--- config.mk ---
export PLATFORM = sky130hd
export DESIGN_NAME = hdiv_sysclk
export DESIGN_NICKNAME = d
export VERILOG_FILES = /design/src/rtl/hdiv_pkg.sv /design/src/rtl/hdiv_cfg_reg.sv /design/src/rtl/hdiv_decode.sv /design/src/rtl/hdiv_core.sv /design/src/rtl/hdiv_sysclk.sv
export SDC_FILE = /design/constraint.sdc
export NUM_CORES = 1
export LEC_CHECK = 0
export ABC_AREA = 1
export BUFFER_PORTS_ARGS = -buffer_cell sky130_fd_sc_hd__buf_2
export CORE_ASPECT_RATIO = 2
export CORE_UTILIZATION = 57
export CTS_BUF_LIST = sky130_fd_sc_hd__clkbuf_2
export DETAILED_ROUTE_END_ITERATION = 6
export PLACE_DENSITY = 0.76
export SKIP_CTS_REPAIR_TIMING = 1
export SYNTH_ARGS = -nofsm -noshare
export SYNTH_HDL_FRONTEND = slang
export SYNTH_HIERARCHICAL = 1
export SYNTH_SLANG_ARGS = --single-unit
--- constraint.sdc ---
create_clock -name clk -period 3.65 [get_ports clk]
set_input_delay 0.9125 -clock clk [delete_from_list [all_inputs] [get_ports clk]]
set_output_delay 0.9125 -clock clk [all_outputs]
set_load 0.005 [all_outputs]
--- src/rtl/hdiv_pkg.sv ---
package hdiv_pkg;

  localparam int SEL_W    = 6;
  localparam int CODE_W   = 8;
  localparam int SEL_LAST = 34;

  typedef struct packed {
    logic [CODE_W-1:0] code;
    logic              bad;
  } hdiv_ratio_t;

  // Selector to "twice the divisor" code, computed from its group structure.
  function automatic logic [CODE_W-1:0] sel_to_code(input logic [SEL_W-1:0] sel);
    logic [CODE_W-1:0] k;
    logic [CODE_W-1:0] base;
    logic [CODE_W-1:0] offs;
    if (sel < SEL_W'(7)) begin
      sel_to_code = CODE_W'(sel) + CODE_W'(4);
    end else begin
      k    = CODE_W'(sel) - CODE_W'(5);
      base = CODE_W'(8) + ((k >> 2) << 3);
      offs = CODE_W'({k[1], k[1] ^ k[0], 1'b0});
      sel_to_code = base + offs;
    end
  endfunction

endpackage

--- src/rtl/hdiv_cfg_reg.sv ---
module hdiv_cfg_reg #(
  parameter int          W       = 14,
  parameter logic [W-1:0] RST_VAL = '0
) (
  input  logic         clk,
  input  logic         rst,
  input  logic         we,
  input  logic [W-1:0] d,
  output logic [W-1:0] q
);

  always_ff @(posedge clk) begin
    if (rst)     q <= RST_VAL;
    else if (we) q <= d;
  end

endmodule

--- src/rtl/hdiv_decode.sv ---
module hdiv_decode
  import hdiv_pkg::*;
#(
  parameter int AUX_W = CODE_W
) (
  input  logic [SEL_W-1:0] sel,
  input  logic [AUX_W-1:0] aux,
  output hdiv_ratio_t      ratio [2]
);

  // Channel 0: selector through the lookup; channel 1: code taken directly.
  always_comb begin
    ratio[0].code = sel_to_code(sel);
    ratio[0].bad  = (sel > SEL_W'(SEL_LAST));
    ratio[1].code = CODE_W'(aux);
    ratio[1].bad  = (aux < AUX_W'(2));
  end

endmodule

--- src/rtl/hdiv_core.sv ---
module hdiv_core #(
  parameter int W = 8
) (
  input  logic         clk,
  input  logic         rst,
  input  logic [W-1:0] code_i,
  input  logic         bad_i,
  output logic         clk_o,
  output logic         bad_o
);

  localparam int RW = W + 1;

  // hp_q: half-period index at the last rising input edge (0..act_q-1)
  logic [W-1:0]  act_q, hp_q;
  logic          run_q, bad_q, tp_q, tn_q;
  logic [RW-1:0] r_w, act_w, h_w;
  logic          at_rise, pre_rise, wrap_one, two_slip;
  logic [W-1:0]  idx_p, idx_n;
  logic          lvl_p, lvl_n;

  always_comb begin
    r_w      = {1'b0, hp_q} + RW'(2);
    act_w    = {1'b0, act_q};
    h_w      = (act_w + RW'(1)) >> 1;
    at_rise  = (r_w == act_w);
    pre_rise = ((r_w + RW'(1)) == act_w);
    wrap_one = (r_w == (act_w + RW'(1)));
    two_slip = wrap_one && (act_q == W'(2));
    idx_p    = wrap_one ? W'(1) : r_w[W-1:0];
    lvl_p    = ({1'b0, idx_p} < h_w);
    idx_n    = (({1'b0, hp_q} + RW'(1)) == act_w) ? '0 : hp_q + W'(1);
    lvl_n    = ({1'b0, idx_n} < h_w);
  end

  // Rising-edge half: owns the index and the switch points.
  always_ff @(posedge clk) begin
    if (rst) begin
      act_q <= '0;
      hp_q  <= '0;
      run_q <= 1'b0;
      bad_q <= 1'b0;
      tp_q  <= 1'b0;
    end else if (!run_q || at_rise) begin
      act_q <= code_i;
      hp_q  <= '0;
      run_q <= !bad_i;
      bad_q <= bad_i;
      tp_q  <= tn_q ^ !bad_i;
    end else if (pre_rise) begin
      act_q <= code_i;
      hp_q  <= code_i - W'(1);
      run_q <= !bad_i;
      bad_q <= bad_i;
      tp_q  <= tn_q;
    end else if (two_slip) begin
      act_q <= code_i;
      hp_q  <= W'(1);
      run_q <= !bad_i;
      bad_q <= bad_i;
      tp_q  <= tn_q ^ (!bad_i && (code_i > W'(2)));
    end else begin
      hp_q  <= idx_p;
      tp_q  <= tn_q ^ lvl_p;
    end
  end

  // Falling-edge half: sets the level for the odd half periods.
  always_ff @(negedge clk) begin
    if (rst)         tn_q <= 1'b0;
    else if (!run_q) tn_q <= tp_q;
    else             tn_q <= tp_q ^ lvl_n;
  end

  assign clk_o = tp_q ^ tn_q;
  assign bad_o = bad_q;

endmodule

--- src/rtl/hdiv_sysclk.sv ---
module hdiv_sysclk
  import hdiv_pkg::*;
#(
  parameter int CFG_W   = 32,
  parameter int SEL_LSB = 26,
  parameter int AUX_LSB = 0,
  parameter int AUX_W   = CODE_W
) (
  input  logic             clk,
  input  logic             rst,
  input  logic             cfg_we,
  input  logic [CFG_W-1:0] cfg_wdata,
  output logic             sys_clk_o,
  output logic             aux_clk_o,
  output logic             sys_bad_o,
  output logic             aux_bad_o
);

  localparam int FLD_W = SEL_W + AUX_W;
  localparam int NCH   = 2;
  localparam logic [FLD_W-1:0] FLD_RST = {SEL_W'(0), AUX_W'(4)};

  logic [FLD_W-1:0] fld_d, fld_q;
  logic             unused_bits;
  hdiv_ratio_t      ratio [NCH];
  logic [NCH-1:0]   ch_clk, ch_bad;

  assign fld_d       = {cfg_wdata[SEL_LSB +: SEL_W], cfg_wdata[AUX_LSB +: AUX_W]};
  assign unused_bits = ^cfg_wdata[SEL_LSB-1:AUX_LSB+AUX_W];

  hdiv_cfg_reg #(.W(FLD_W), .RST_VAL(FLD_RST)) u_cfg (
    .clk (clk),
    .rst (rst),
    .we  (cfg_we),
    .d   (fld_d),
    .q   (fld_q)
  );

  hdiv_decode #(.AUX_W(AUX_W)) u_dec (
    .sel   (fld_q[FLD_W-1 -: SEL_W]),
    .aux   (fld_q[AUX_W-1:0]),
    .ratio (ratio)
  );

  for (genvar g = 0; g < NCH; g++) begin : g_ch
    hdiv_core #(.W(CODE_W)) u_core (
      .clk    (clk),
      .rst    (rst),
      .code_i (ratio[g].code),
      .bad_i  (ratio[g].bad),
      .clk_o  (ch_clk[g]),
      .bad_o  (ch_bad[g])
    );
  end

  assign sys_clk_o = ch_clk[0];
  assign aux_clk_o = ch_clk[1];
  assign sys_bad_o = ch_bad[0];
  assign aux_bad_o = ch_bad[1];

endmodule

==> run metrics <==
cell count after synthesis=936; via count=6,582; ratio of cells with drive above 1 in the final layout=26.66%; synth warn=6; first-pass GRT wire length=29,590 um; CP peak stage delay=0.48 ns; DR WL/cell=15.81 um; 1st-iter DRT viols=419; count of pins over their slew limit=0; hold path depth=1; Worst R2R End=g_ch[1].u_core/tn_q; post-DP HPWL=15,410 um; Synth top area share=18.16%; GRT Util Overall=36.28%; Antenna Nets Post-Route=0; Synth Register Bits=54; CP endpoint kind=register; Rows=52; Hold Path Class=register to register; Critical Path RT=2.23 ns; delay-heaviest family, CP=simple AND/OR/NAND/NOR gates; Post-Syn Nets=1,025; die footprint=10,880 um2; total power=1.998 mW; Congestion Overflow GR=0; fillers=914; worst-margin pin slew=0.6245 ns; sequential-to-total area share from yosys stat=18.16%; largest net degree at the start of global routing=29; Die Ht=146.5 um; Finished Layout Cells=1,205; cell area after placement=7062 um2; post-route cell area=7331 um2; number of enable flip-flop cells after synthesis=0; Layout area overhead=23.14%; area of the multi-input gates=4414 um2; outcome=complete, but fails checks; IO Count=39; Final WS setup=-1.025 ns; Synth Cell Area=5953 um2; Setup WS pre-CTS=-0.9127 ns; TritonCTS clock tree=built; Sink Count=54; Pleak=3.742 nW; synth top area cells=dfxtp_1 (18%), nand2_1 (16%), ha_1 (11%), xor2_1 (7.4%), nor2_1 (7.1%); routability cong.=1.003; clk_lat worst skew=0.51 ns; Crit path top cell by count=nor2_1; worst setup path endpoint=g_ch[1].u_core/tn_q; reg2reg start=g_ch[1].u_core/hp_q[1]; crit path kind=register to register; Power Dens Cells=272.5 nW/um2; initial antenna violation count=1; R2R cell count=17; Critical Path Start=g_ch[1].u_core/hp_q[1]; crit path DAT=3.25 ns; Final Hold Vio Count=0; CTS root buffer=clkbuf_2; DR vias/cell=5.462; vias in the first global route=6,476; Core ar.=10,150 um2; commonest cells in the netlist=nand2_1 (252), nor2_1 (113), inv_1 (109); violated checks=setup timing; worst vdd ir=357.5 uV; Sum Neg Setup Slack=-2.348 ns; htree depth=2; DRC=0; CP max FO=5; PortBufs=20; cell depth of the worst setup path=17; R2R setup slack=-1.02 ns; Horiz. Die Dim=74.27 um; unrepaired setup endpoints after global routing=true; placed cells=1,193; Clock Skew=0.03598 ns; top_reg_cell synth=dfxtp_1; crit-path cells=ha_4 -> nand3_2 -> nor2_1 -> xor2_1 -> xor2_1 -> nor2_1 -> nand3_1 -> inv_2 -> buf_6 -> nor2_2 -> ha_2 -> nand4_1 -> nand2_1 -> a31oi_2 -> nand3_1 -> nand2_1 -> nor2_1; Yosys top cell by area=dfxtp_1; setup violators final=4; clk buf depth=2; Async S/R FF share, synth=0%; Slew HR=57.98%; Clock transition at path regs=0.31 ns; CTS Buf Count=5; syn_area_per_cell=6.360 um2; most common cell in the netlist=nand2_1; Initial Util=58.65%; Synth cell types=45; CP Buf/Inv Count=2; crit path max-delay cell type=dfxtp_4; Final nets=1,157; max_cap viols=0; WL final=19,050 um; launching element type of the critical path=register; TritonRoute pass-1 iters=7; FF/Latch Area=1102 um2
## per-stage QoR
step / hold WS [ns] / utilization, %
detailed placement: 0.5165 / 69.58
global placement: 0.4999 / 69.58
finish: 0.5333 / 72.23
CTS: 0.5366 / 70.11
global route: 0.5718 / 72.23
floorplan: 0.4502 / -
## worst min-delay path by stage
stage          slack (ns)                endpoint                  from
2_1_floorplan        0.45              u_cfg/q[0]            u_cfg/q[0]
3_3_place_gp         0.50              u_cfg/q[0]            u_cfg/q[0]
3_5_place_dp         0.52              u_cfg/q[7]            u_cfg/q[7]
4_1_cts              0.54              u_cfg/q[0]            u_cfg/q[0]
5_1_grt              0.57    g_ch[0].u_core/bad_o  g_ch[0].u_core/bad_o
6_report             0.53  g_ch[1].u_core/hp_q[0]            u_cfg/q[0]
## kinds of logic (layout without fill, tap and decap cells)
kind of cell | count (synthesis) | after routing | share of synthesized area, %
DFF | 54 | 54 | 18.16
adders and majority gates | 54 | 54 | 11.35
AOI/OAI and AO/OA | 100 | 100 | 9.920
xor gates and xnor gates | 63 | 63 | 9.773
other | 0 | 1 | 0
buffers and inverters | 152 | 285 | 11.69
and+or+nand+nor | 513 | 513 | 39.11
## placed cells by master (no fill, tap or decap), types with 19 or more instances in the layout
cell type,netlist,final
nand2_1,252,247
buf_4,15,132
nor2_1,113,109
inv_1,109,107
nand3_1,58,56
xor2_1,50,45
dfxtp_1,54,45
ha_1,54,42
a21oi_1,38,37
nand2_2,19,24
buf_2,4,20
o21ai_0,23,19
## per-layer routing
layer | routed length (um) | up-vias | global-route usage (%)
met3 | 755 | 127 | 6.625
li1 | - | 3239 | -
met1 | 6036 | 2983 | 30.49
met4 | 2294 | 0 | 35.57
met2 | 9965 | 233 | 65.59
met5 | 0 | - | 0
## flip-flops by register name, indices dropped and copies added (netlist names)
register and flops:
g_ch.u_core/act_q 16, g_ch.u_core/bad_o 2, g_ch.u_core/hp_q 16, g_ch.u_core/run_q 2, g_ch.u_core/tn_q 2, g_ch.u_core/tp_q 2, u_cfg/q 14
## cell type report
| class | instances | share of cell area, % |
|---|---|---|
| Multi-Input combinational cell | 730 | 60.22 |
| Timing Repair Buffer | 154 | 15.31 |
| Sequential cell | 54 | 15.04 |
| Inverter | 121 | 6.264 |
| Tap cell | 135 | 2.304 |
| Clock inverter | 5 | 0.4950 |
| Clock buffer | 5 | 0.3414 |
| Antenna cell | 1 | 0.03414 |
## power breakdown
| part | leakage (nW) | switching, mW | internal [mW] |
|---|---|---|---|
| sequential | 0.450 | 0.0663 | 0.646 |
| combinational | 3.25 | 0.589 | 0.416 |
| clock | 0.0457 | 0.222 | 0.0588 |
| total | 3.74 | 0.878 | 1.12 |
No activity file was read; power rests on OpenSTA's default activity.
